**config.mk**
```make
export PLATFORM = sky130hd
export DESIGN_NAME = qspi_byte_shifter
export DESIGN_NICKNAME = d
export VERILOG_FILES = /design/src/rtl/qspi_byte_shifter.sv
export SDC_FILE = /design/constraint.sdc
export NUM_CORES = 1
export LEC_CHECK = 0
export ABC_CLOCK_PERIOD_IN_PS = 3000
export BUFFER_PORTS_ARGS = -buffer_cell sky130_fd_sc_hd__buf_2
export CAP_MARGIN = 20
export CORE_MARGIN = 3
export CORE_UTILIZATION = 42
export CTS_CLUSTER_DIAMETER = 40
export CTS_CLUSTER_SIZE = 14
export DETAILED_ROUTE_END_ITERATION = 10
export PLACE_DENSITY_LB_ADDON = 0.15
export SLEW_MARGIN = 10
export SYNTH_ARGS = -nofsm -noshare
export SYNTH_HDL_FRONTEND = slang
export SYNTH_SLANG_ARGS = --single-unit
```
**constraint.sdc**
```tcl
create_clock -name clk -period 3 [get_ports clk]
set_clock_uncertainty 0.2 [all_clocks]
set_input_delay 0.45 -clock clk [delete_from_list [all_inputs] [get_ports clk]]
set_output_delay 0.45 -clock clk [all_outputs]
set_load 0.05 [all_outputs]
```
**src/rtl/qspi_byte_shifter.sv**
```systemverilog
module qspi_byte_shifter #(
  parameter int DIV_W = 8
) (
  input  logic             clk,
  input  logic             rst_n,
  input  logic             req_begin,
  input  logic             req_end,
  input  logic             req_xfer,
  input  logic             mode_quad,
  input  logic             dir_rx,
  input  logic             passthru,
  input  logic [DIV_W-1:0] half_div,
  input  logic [7:0]       tx_byte,
  input  logic [3:0]       pin_i,
  output logic [5:0]       pin_o,
  output logic [5:0]       pin_oe,
  output logic [7:0]       rx_byte,
  output logic             busy,
  output logic             done
);

  localparam logic [5:0] OE_SINGLE = 6'b110111;
  localparam logic [5:0] OE_QTX    = 6'b111111;
  localparam logic [5:0] OE_QRX    = 6'b000011;
  localparam logic [5:0] OE_PASS   = 6'b110000;

  typedef enum logic [1:0] {PM_SINGLE, PM_QTX, PM_QRX} pin_mode_t;

  pin_mode_t        pm;
  logic             pass_q, act, sclk, ncs, quad_q, done_q;
  logic [3:0]       dout;
  logic [7:0]       sh;
  logic [DIV_W-1:0] hcnt, hdiv_q;
  logic [2:0]       left;

  wire       idle_ok  = !act && !passthru;
  wire       go_begin = idle_ok && req_begin;
  wire       go_xfer  = idle_ok && !req_begin && req_xfer;
  wire       go_end   = idle_ok && !req_begin && !req_xfer && req_end;
  wire       tick     = act && (hcnt == '0);
  wire [7:0] tx_eff   = (!mode_quad && dir_rx) ? 8'hFF : tx_byte;

  always_ff @(posedge clk or negedge rst_n) begin
    if (!rst_n) begin
      pm     <= PM_SINGLE;
      pass_q <= 1'b0;
      act    <= 1'b0;
      sclk   <= 1'b0;
      ncs    <= 1'b1;
      quad_q <= 1'b0;
      done_q <= 1'b0;
      dout   <= 4'b1100;
      sh     <= '0;
      hcnt   <= '0;
      hdiv_q <= '0;
      left   <= '0;
    end else begin
      done_q <= tick && sclk && (left == 3'd0);
      if (!act) pass_q <= passthru;
      if (go_begin) begin
        ncs <= 1'b0;
        pm  <= PM_SINGLE;
        if (!mode_quad) dout[3:2] <= 2'b11;
      end
      if (go_end) ncs <= 1'b1;
      if (go_xfer) begin
        act    <= 1'b1;
        sclk   <= 1'b0;
        hcnt   <= half_div;
        hdiv_q <= half_div;
        quad_q <= mode_quad;
        if (mode_quad) begin
          pm   <= dir_rx ? PM_QRX : PM_QTX;
          left <= 3'd1;
          sh   <= {tx_eff[3:0], 4'b0000};
          if (!dir_rx) dout <= tx_eff[7:4];
        end else begin
          pm      <= PM_SINGLE;
          left    <= 3'd7;
          sh      <= {tx_eff[6:0], 1'b0};
          dout[0] <= tx_eff[7];
        end
      end
      if (act) begin
        if (hcnt != '0) begin
          hcnt <= hcnt - 1'b1;
        end else begin
          hcnt <= hdiv_q;
          sclk <= !sclk;
          if (sclk) begin
            sh <= quad_q ? {sh[3:0], pin_i} : {sh[6:0], pin_i[1]};
            if (left == 3'd0) begin
              act <= 1'b0;
            end else begin
              left <= left - 3'd1;
              if (!quad_q) dout[0] <= sh[7];
              else if (pm == PM_QTX) dout <= sh[7:4];
            end
          end
        end
      end
    end
  end

  always_comb begin
    if (pass_q) pin_oe = OE_PASS;
    else begin
      case (pm)
        PM_QTX:  pin_oe = OE_QTX;
        PM_QRX:  pin_oe = OE_QRX;
        default: pin_oe = OE_SINGLE;
      endcase
    end
  end

  assign pin_o   = {dout, ncs, sclk};
  assign rx_byte = sh;
  assign busy    = act;
  assign done    = done_q;

  a_r8_oe_still_when_sclk_high: assert property (@(posedge clk) disable iff (!rst_n)
    pin_o[0] |-> $stable(pin_oe));

  a_r8_sclk_only_when_busy: assert property (@(posedge clk) disable iff (!rst_n)
    pin_o[0] |-> busy);

  a_r10_cs_steady_in_byte: assert property (@(posedge clk) disable iff (!rst_n)
    (busy && $past(busy)) |-> $stable(pin_o[1]));

  a_r7_done_closes_byte: assert property (@(posedge clk) disable iff (!rst_n)
    done |-> (!busy && $past(busy)));

  a_r9_pass_release: assert property (@(posedge clk) disable iff (!rst_n)
    ($past(rst_n) && $past(passthru) && !$past(busy) && !busy) |-> (pin_oe == OE_PASS));

endmodule

```
==> results.yml <==
floorplan:
  ioPinCount: 50
  die_h_um: 78.2
  start_util: 0.448
  rows: 25
  die_w_um: 78.2
  design.core.area_mm2: 0.00488
  dieArea_mm2: 0.00611
pwr:
  powerDensity_mw_per_mm2: 1020
  p_leak_nw: 1.21
  ir_worst_vdd_v: 0.000417
  fin_total_pwr_mw: 2.63
synth:
  synth.avg_cell_area_um2: 9.55
  ys.warnings.count: 0
  synth-seq-cells: 39
  syn-num-nets: 260
  syn-cell-area_mm2: 0.00219
  synth_cells: 229
  synth_cell_types: 50
  yosysSeqAreaShare: 0.448
timing:
  slew_violations: 0
  rsz0062_at_grt: "false"
  worst-slew-pin-transition_ns: 0.859
  hold_viol: 0
  setup_viol: 0
  finalCriticalPeriod_ns: 2.44
  max_slew_margin: 0.427
  setup_tns_ns: 0
  fin_crit_sh: 0.813
  fmax_mhz: 410
run:
  drv_cap: 0
global_route:
  grt_pass1_wl_um: 8410
  gr-total-overflow: 0
  grt_max_degree: 40
  grtUsageTotal: 0.172
  first_global_vias: 1667
  antenna_found_initial: 0
clock_tree:
  cts_hold_buf: 0
  cts_buffers: 5
  htree_levels: 2
  cts_setup_buffers: 0
  ctsResizeCount: 0
  path_clk_slew_ns: 0.08
  cts_buffer_depth: 2
  cts_tree: "built"
  clk_latency_ns: 0.29
  cts_num_sinks: 39
  ctsRootBufferMaster: "clkbuf_8"
drt:
  antenna_left: 0
  dr.pass1.iters: 4
  vias_per_cell: 5.50
  dr.first_iter.drc_count: 98
  drt-total-wl_um: 5050
  vias: 1865
  drc: 0
  routedWlPerCell_um: 14.9
worst_setup_path:
  r2r-end: "dout[0]"
  required_ns: 2.96
  critPathArrivalTime_ns: 2.40
  r2r_start: "hcnt[0]"
  ff2ff_path_depth: 7
  cp-end-kind: "register"
  crit_fanout: 10
  r2r_setup_slack_ns: 0.56
  critPathLaunchType: "register"
  critPathKind: "register to register"
min_path:
  min_path_type: "primary input to asynchronous set/reset pin"
layout:
  mostFrequentLayoutCells: "49 x buf_2, 36 x dfrtp_1, 25 x nand2_1, 16 x nor2_1, 14 x a21oi_1"
  area_growth_pct: 17.6
  fillers: 490
  drive_above_1_share: 0.298
  fin_nets: 302
  final_common_cell: "buf_2"
  diodes: 0
placement:
  gp_congestion: 0.810
  place_hpwl_um: 3550
  portBuffers: 49
outcome:
  status: "completed"
-- layer usage --
layer	vias to the layer above	GRT usage	wire, um
li1	927	-	-
met4	0	0.0472	40
met3	4	0.0367	256
met5	-	0	0
met2	47	0.259	2220
met1	887	0.249	2530
-- synth_stat cells, drive strengths merged --
| cell | n | area, um^2 |
|---|---|---|
| clkinv | 1 | 3.75 |
| xor2 | 1 | 8.76 |
| o211ai | 4 | 30.0 |
| ha | 3 | 37.5 |
| a21o | 5 | 37.5 |
| or3 | 3 | 23.8 |
| a211o | 1 | 8.76 |
| nand4 | 1 | 6.26 |
| nand3b | 1 | 7.51 |
| o31ai | 3 | 22.5 |
| a211oi | 12 | 90.1 |
| a21boi | 2 | 15.0 |
| and2 | 4 | 25.0 |
| o221a | 4 | 45.0 |
| nand2b | 2 | 12.5 |
| mux2i | 8 | 80.1 |
| a31oi | 3 | 18.8 |
| o21bai | 1 | 7.51 |
| or2 | 2 | 12.5 |
| nor2 | 16 | 60.1 |
| o21a | 1 | 7.51 |
| nor2b | 1 | 6.26 |
| nor4 | 4 | 40.0 |
| o41ai | 1 | 8.76 |
| or3b | 1 | 8.76 |
| clkbuf | 13 | 48.8 |
| or4 | 1 | 7.51 |
| nor4b | 3 | 26.3 |
| o32ai | 1 | 8.76 |
| dfstp | 3 | 78.8 |
| nor3b | 1 | 7.51 |
| or4b | 2 | 20.0 |
| nor3 | 6 | 41.3 |
| o21ai | 11 | 55.1 |
| and4 | 1 | 8.76 |
| buf | 6 | 40.0 |
| nand3 | 3 | 15.0 |
| a311oi | 2 | 17.5 |
| inv | 8 | 30.0 |
| mux2 | 6 | 71.3 |
| dfrtp | 36 | 901 |
| nand2 | 25 | 93.8 |
| a2111o | 1 | 11.3 |
| a221o | 1 | 10.0 |
| a21oi | 14 | 70.1 |
-- logic make-up after synthesis --
group | synth area share
adders and majority gates | 0.0172
DFF | 0.448
xor gates and xnor gates | 0.00401
buffers and inverters | 0.0561
and+or+nand+nor | 0.193
muxes | 0.0692
AOI/OAI and AO/OA | 0.212
-- stage by stage --
step / setup slack, ns / utilization / hold slack, ns / instances / area, um^2
after floorplan: 0.496 / - / -0.0456 / 229 / 2190
after global placement: 0.643 / 0.506 / 0.259 / 331 / 2470
after detailed placement: 0.585 / 0.506 / 0.267 / 331 / 2470
after CTS: 0.566 / 0.527 / 0.107 / 339 / 2570
after global routing: 0.447 / 0.527 / 0.150 / 339 / 2570
final: 0.562 / 0.527 / 0.0680 / 339 / 2570
-- report_power, final --
| part | internal, mW | switching (mW) | total, mW |
|---|---|---|---|
| combinational | 0.420 | 0.858 | 1.28 |
| clock | 0.210 | 0.175 | 0.385 |
| sequential | 0.753 | 0.219 | 0.972 |
| total | 1.38 | 1.25 | 2.63 |
-- sequential cells by signal (all words and copies together) (netlist names) --
signal / flops
sclk: 1
busy: 1
rx_byte: 8
left: 3
quad_q: 1
pm: 2
pass_q: 1
hdiv_q: 8
hcnt: 8
ncs: 1
dout: 4
done: 1
-- final cells by class --
cell class | count | area, um^2 | share of cell area
multi-input cells | 162 | 1090 | 0.424
flip-flops and latches | 39 | 980 | 0.381
repair buffers | 54 | 283 | 0.110
clock buffers | 8 | 100 | 0.0389
well taps | 67 | 83.8 | 0.0326
inverters | 9 | 33.8 | 0.0131
-- worst max-delay path by stage --
stage	slack [ns]	from	endpoint
2_1_floorplan	0.50	busy	dout[1]
3_3_place_gp	0.64	req_begin	dout[1]
3_5_place_dp	0.58	hcnt[0]	dout[0]
4_1_cts	0.57	hcnt[0]	dout[0]
5_1_grt	0.45	hcnt[0]	dout[0]
6_report	0.56	hcnt[0]	dout[0]
-- worst max-delay path, cell delays in order (launching register included) --
cell and delay, ns:
dfrtp_1 0.42, inv_1 0.07, ha_1 0.20, or4b_1 0.52
buf_4 0.21, nor4_4 0.44, a211o_1 0.19, nand3_1 0.06
Power figures use the tool's default switching activity.
